`config.mk`:
```
export PLATFORM = sky130hd
export DESIGN_NAME = corr_dump_bank
export DESIGN_NICKNAME = d
export VERILOG_FILES = /design/src/rtl/cdb_pkg.sv /design/src/rtl/cdb_accum.sv /design/src/rtl/cdb_guard.sv /design/src/rtl/corr_dump_bank.sv
export SDC_FILE = /design/constraint.sdc
export NUM_CORES = 1
export LEC_CHECK = 0
export CORE_UTILIZATION = 50
export DETAILED_ROUTE_END_ITERATION = 8
export DONT_BUFFER_PORTS = 1
export PLACE_DENSITY = 0.75
export SETUP_SLACK_MARGIN = 0.5
export SYNTH_ARGS = -nofsm -noshare
export SYNTH_HDL_FRONTEND = slang
export SYNTH_SLANG_ARGS = --single-unit
```
`constraint.sdc`:
```
create_clock -name clk_i -period 3.9 [get_ports clk_i]
set_input_delay 0.39 -clock clk_i [delete_from_list [all_inputs] [get_ports clk_i]]
set_output_delay 0.39 -clock clk_i [all_outputs]
set_load 0.02 [all_outputs]
```
`src/rtl/cdb_pkg.sv`:
```
package cdb_pkg;
  localparam int unsigned CDB_SUM_W = 14;
  localparam int unsigned CDB_NARM  = 4;

  // Arm order on the product lanes and the read select; the release arm is last.
  typedef enum logic [1:0] {
    ARM_DITH_I = 2'd0,
    ARM_DITH_Q = 2'd1,
    ARM_PRM_I  = 2'd2,
    ARM_PRM_Q  = 2'd3
  } arm_e;
endpackage

```
`src/rtl/cdb_accum.sv`:
```
module cdb_accum #(
  parameter int unsigned IN_W  = 8,
  parameter int unsigned SUM_W = cdb_pkg::CDB_SUM_W
) (
  input  logic                    clk_i,
  input  logic                    rst_ni,
  input  logic                    vld_i,
  input  logic                    dump_i,
  input  logic signed [IN_W-1:0]  prod_i,
  output logic signed [SUM_W-1:0] sum_o,
  output logic                    ovf_o
);
  localparam int unsigned EXT_W = SUM_W + 1;
  localparam logic signed [EXT_W-1:0] LIM_HI = $signed({2'b00, {(SUM_W-1){1'b1}}});
  localparam logic signed [EXT_W-1:0] LIM_LO = $signed({2'b11, {(SUM_W-1){1'b0}}});

  if (IN_W >= SUM_W) begin : g_bad_width
    $error("cdb_accum: IN_W must be below SUM_W");
  end

  logic signed [SUM_W-1:0] sum_q, sum_d;
  logic                    ovf_q, ovf_d;
  logic signed [EXT_W-1:0] prod_x, cand;
  logic                    hit_lim;
  logic                    en;

  always_comb begin
    prod_x  = $signed({{(EXT_W-IN_W){prod_i[IN_W-1]}}, prod_i});
    cand    = $signed({sum_q[SUM_W-1], sum_q}) + prod_x;
    hit_lim = (cand >= LIM_HI) || (cand <= LIM_LO);
    en      = vld_i | dump_i;
    sum_d   = sum_q;
    ovf_d   = ovf_q;
    if (dump_i) begin
      sum_d = vld_i ? prod_x[SUM_W-1:0] : '0;
      ovf_d = 1'b0;
    end else if (vld_i && !ovf_q) begin
      if (hit_lim) ovf_d = 1'b1;
      else         sum_d = cand[SUM_W-1:0];
    end
  end

  always_ff @(posedge clk_i or negedge rst_ni) begin
    if (!rst_ni) begin
      sum_q <= '0;
      ovf_q <= 1'b0;
    end else if (en) begin
      sum_q <= sum_d;
      ovf_q <= ovf_d;
    end
  end

  assign sum_o = sum_q;
  assign ovf_o = ovf_q;

  p_freeze_r5: assert property (@(posedge clk_i) disable iff (!rst_ni)
    (ovf_q && !dump_i) |=> ($stable(sum_q) && ovf_q));
  p_in_range_r5: assert property (@(posedge clk_i) disable iff (!rst_ni)
    ($signed({sum_q[SUM_W-1], sum_q}) < LIM_HI) && ($signed({sum_q[SUM_W-1], sum_q}) > LIM_LO));
  p_restart_r4: assert property (@(posedge clk_i) disable iff (!rst_ni)
    (dump_i && vld_i) |=> (sum_q == SUM_W'($past(prod_i))));
  p_flag_clear_r6: assert property (@(posedge clk_i) disable iff (!rst_ni)
    dump_i |=> !ovf_q);
endmodule

```
`src/rtl/cdb_guard.sv`:
```
module cdb_guard (
  input  logic clk_i,
  input  logic rst_ni,
  input  logic dump_i,
  input  logic rel_i,
  output logic load_o,
  output logic prot_o,
  output logic missed_o
);
  logic prot_q, prot_d;
  logic miss_q, miss_d;
  logic accept;

  always_comb begin
    accept = dump_i && (!prot_q || rel_i);
    prot_d = prot_q;
    miss_d = miss_q;
    if (accept)     prot_d = 1'b1;
    else if (rel_i) prot_d = 1'b0;
    if (rel_i)       miss_d = 1'b0;
    else if (dump_i && prot_q) miss_d = 1'b1;
  end

  always_ff @(posedge clk_i or negedge rst_ni) begin
    if (!rst_ni) begin
      prot_q <= 1'b0;
      miss_q <= 1'b0;
    end else begin
      prot_q <= prot_d;
      miss_q <= miss_d;
    end
  end

  assign load_o   = accept;
  assign prot_o   = prot_q;
  assign missed_o = miss_q;

  p_missed_r8: assert property (@(posedge clk_i) disable iff (!rst_ni)
    (dump_i && prot_q && !rel_i) |=> (miss_q && prot_q));
  p_release_r9: assert property (@(posedge clk_i) disable iff (!rst_ni)
    (rel_i && !dump_i) |=> (!prot_q && !miss_q));
  p_same_cycle_r10: assert property (@(posedge clk_i) disable iff (!rst_ni)
    (rel_i && dump_i) |=> (prot_q && !miss_q));
endmodule

```
`src/rtl/corr_dump_bank.sv`:
```
module corr_dump_bank #(
  parameter int unsigned IN_W  = 8,
  parameter int unsigned SUM_W = cdb_pkg::CDB_SUM_W,
  parameter int unsigned NARM  = cdb_pkg::CDB_NARM
) (
  input  logic                     clk_i,
  input  logic                     rst_ni,
  input  logic                     smp_vld_i,
  input  logic [NARM*IN_W-1:0]     prod_i,
  input  logic                     dump_i,
  input  logic [$clog2(NARM)-1:0]  rd_sel_i,
  input  logic                     rd_stb_i,
  output logic [SUM_W+1:0]         rd_data_o,
  output logic                     prot_o,
  output logic                     missed_o
);
  localparam int unsigned SEL_W = $clog2(NARM);
  localparam logic [SEL_W-1:0] REL_IDX = SEL_W'(NARM-1);

  logic [NARM-1:0][SUM_W-1:0] sum_w;
  logic [NARM-1:0][SUM_W-1:0] hold_q;
  logic [NARM-1:0]            ovf_w;
  logic                       load;
  logic                       rel;

  assign rel = rd_stb_i && (rd_sel_i == REL_IDX);

  cdb_guard u_guard (
    .clk_i   (clk_i),
    .rst_ni  (rst_ni),
    .dump_i  (dump_i),
    .rel_i   (rel),
    .load_o  (load),
    .prot_o  (prot_o),
    .missed_o(missed_o)
  );

  for (genvar a = 0; a < NARM; a++) begin : g_arm
    logic signed [SUM_W-1:0] arm_sum;

    cdb_accum #(.IN_W(IN_W), .SUM_W(SUM_W)) u_acc (
      .clk_i (clk_i),
      .rst_ni(rst_ni),
      .vld_i (smp_vld_i),
      .dump_i(dump_i),
      .prod_i($signed(prod_i[a*IN_W +: IN_W])),
      .sum_o (arm_sum),
      .ovf_o (ovf_w[a])
    );
    assign sum_w[a] = arm_sum;

    always_ff @(posedge clk_i or negedge rst_ni) begin
      if (!rst_ni)   hold_q[a] <= '0;
      else if (load) hold_q[a] <= sum_w[a];
    end
  end

  assign rd_data_o = {hold_q[rd_sel_i], 1'b0, ovf_w[rd_sel_i]};

  p_hold_frozen_r8: assert property (@(posedge clk_i) disable iff (!rst_ni)
    (dump_i && prot_o && !rel) |=> $stable(hold_q));
  p_hold_idle_r3: assert property (@(posedge clk_i) disable iff (!rst_ni)
    !dump_i |=> $stable(hold_q));
endmodule

```
==> flow_summary.yaml <==
layout:
  syn_to_final_growth_pct: 18.5
  layout.nets: 961
  fin_area_um2: 10100
  fillCellCount: 1308
  diodes: 0
  fin_util_pct: 60.7
  drive_gt1_share_pct: 29.4
critical_path:
  worstSetupEndpointType: "flop"
  r2r-start: "g_arm[0].u_acc.sum_o[0]"
  start_kind: "flop"
  critPathArrivalTime_ns: 3.94
  cpMostUsedCell: "or4_4"
  path_class: "flop to flop"
  crit_start: "g_arm[0].u_acc.sum_o[0]"
  worstPathMaxFanout: 7
  slowest_stage: "or4_1"
  cp_slowest_stage_delay_ns: 0.52
  cp_cell_sequence: "ha_4 -> inv_2 -> fa_2 -> nand2b_4 -> a21oi_4 -> or4_4 -> nand3_4 -> nand2_1 -> or4_1 -> or4_4 -> a221oi_4 -> buf_4 -> buf_12 -> mux2_2"
  cp_data_required_time_ns: 4.20
logic_synthesis:
  syn_area_per_cell_um2: 10.2
  syn_inst: 834
  synth-main-ff-cell: "dfrtp_1"
  ys_warn_count: 0
  ys_ff_latch: 118
  synth-edff-count: 0
  synthArstFlopShare_pct: 100
  netlist_area_um2: 8490
  ys_types: 82
  synth_fp_nets: 933
  synth_seq_area_share_pct: 34.8
drt:
  ant_nets: 0
  via_per_inst: 6.46
  drt-initial-drc-count: 484
  firstDrtPassIters: 5
  drc: 0
  wl_per_cell_um: 21.4
  routed_wl_um: 23400
  vias: 7076
placement:
  placed_area_um2: 8780
  port_buffers: 0
  hpwlAfterDp_um: 15800
  gp_congestion: 0.892
floorplan:
  die_h_um: 132
  die_w_um: 132
  die_area_um2: 17500
  start_util_pct: 51.2
  rows: 47
  fp.coreArea_um2: 16600
  pin_count: 57
clock_network:
  cts_tree: "built"
  htree_num_levels: 4
  clk_pin_slew_worst_paths_ns: 0.05
  clockBufferDepth: 2
  cts_buffers: 17
  cts_root_buf: "clkbuf_16"
  clock-sinks: 118
  worstSkewPairLatency_ns: 0.42
timing:
  skew_ns: 0.0143
  fin_tns_setup_ns: 0
  rsz0062_at_grt: "yes"
  maxSlewHeadroom_pct: 50.5
  period_share_pct: 93.3
  hold_viol_final: 0
  min_period_ns: 3.64
  worstMarginPinSlew_ns: 0.742
  setup_viol: 0
  slew_viol_final: 0
  fmax_ghz: 0.275
run:
  maxCapViolations: 0
pwr:
  total_power_mw: 8.46
  leakagePower_nw: 4.34
  pwr_density_cell_nw_per_um2: 841
  ir_drop_mv: 0.383
grt:
  grt_max_degree: 119
  grt_overflow_total: 0
  grt_pass1_vias: 7003
  grt_pass1_wl_um: 37300
  antenna_found_initial: 0
  track_usage_pct: 27.1
min_path:
  hold_class: "input pin to flop"
  hold_path_startpoint: "dump_i"
status:
  status: "finished clean"
final timing paths:
kind | to | slack [ns] | cells past startpoint
worst max register to register | g_arm[0].u_acc.sum_o[0] | 0.26 | 14
max in group asynchronous | g_arm[1].u_acc.sum_o[3] | 2.82 | 2
worst min register to register | hold_q[8] | 0.50 | 1
worst max-delay path | g_arm[0].u_acc.sum_o[0] | 0.26 | 14
min in group asynchronous | g_arm[0].u_acc.sum_o[4] | 0.55 | 2
worst min-delay path | g_arm[1].u_acc.ovf_o | 0.05 | 1
metrics by stage:
stage	hold slack, ns	setup slack [ns]	std cells
after CTS	0.0341	0.299	1080
after floorplan	0.0944	0.392	834
final	0.0526	0.261	1095
after global routing	0.0407	0.165	1095
after global placement	0.0993	0.352	1032
after detailed placement	0.0987	0.258	1032
flip-flops by register name, indices dropped and copies added, names as in the netlist:
name and flops:
u_guard.missed_o 1, hold_q 56, g_arm.u_acc.ovf_o 4, u_guard.prot_o 1, g_arm.u_acc.sum_o 56
cells by family (layout without fill, tap and decap cells):
kind of cell / after synthesis / count (layout) / share of synthesized area (%)
AOI/OAI and AO/OA: 232 / 232 / 18.9
and+or+nand+nor: 211 / 211 / 13.2
DFF: 118 / 118 / 34.8
muxes: 114 / 114 / 17.4
buffers and inverters: 67 / 108 / 3.26
adders and majority gates: 60 / 60 / 9.20
xor gates and xnor gates: 31 / 31 / 3.20
other: 1 / 1 / 0.0442
cells in the final DEF (no fill, tap or decap), drive strengths merged, types with 20 or more instances in the layout:
cell,n
dfrtp,118
mux2,94
o21ai,60
ha,56
nand2,45
buf,43
a21oi,40
nor2,38
inv,31
a31oi,25
nand3,24
xnor2,20
clkbuf,20
synthesized netlist by cell type (all sizes together) (5+ instances only):
library cell  count  area, µm²
dfrtp           118       2950
mux2             94       1090
o21ai            60        300
ha               56        701
nand2            45        169
a21oi            40        200
nor2             38        143
inv              31        116
clkbuf           28        105
a31oi            25        156
nand3            24        120
xnor2            20        175
a21o             17        129
nor3             17       85.1
mux4             15        338
nor2b            11       68.8
xor2             11       96.3
a211oi           10       75.1
and3             10       62.6
or3              10       63.8
a22o              9       78.8
nand4             9       56.3
o21a              8       60.1
buf               7       51.3
nand2b            7       43.8
o31ai             7       66.3
and2              6       37.5
nor4              6       37.5
mux2i             5       50.1
o2111ai           5       50.0
o211ai            5       37.5
or4               5       45.0
area by class of cell:
| type | count | area, µm² | share of cell area (%) |
|---|---|---|---|
| Clock buffer | 20 | 447 | 4.44 |
| Clock inverter | 12 | 154 | 1.53 |
| Inverter | 32 | 120 | 1.19 |
| Multi-Input combinational cell | 649 | 5700 | 56.6 |
| Sequential cell | 118 | 2950 | 29.4 |
| Tap cell | 220 | 275 | 2.74 |
| Timing Repair Buffer | 44 | 417 | 4.14 |
report_power, final:
group          internal (mW)  leakage [nW]  total (mW)  switching, mW
registers               1.75          1.46        2.27          0.511
clock network           1.02         0.286        1.59          0.566
logic                   2.27          2.60        4.61           2.34
total                   5.05          4.34        8.46           3.41
metal layers:
layer	global-route usage, %	vias up	share of wire [%]
met2	42.6	266	47
met5	0	-	0
met1	36.3	3511	43
met4	11.9	0	3.0
li1	-	3246	-
met3	5.57	53	7.0
worst max-delay path: cells and delay by family (launching register included):
kind                       cells  cell delay [ns]
DFF                            1             0.41
adders and majority gates      2             0.38
buffers and inverters          3             0.33
muxes                          1             0.33
AOI/OAI and AO/OA              2             0.35
and+or+nand+nor                6             1.71
repair_timing:
item,in CTS,in global routing
endpoints found under the hold margin,118,0
buffers inserted,12,15
pin swaps,19,20
cloned,2,0
gates resized for setup,43,45
setup endpoints to repair,44,55
hold buffers,2,0
No activity file was read; power rests on OpenSTA's default activity.
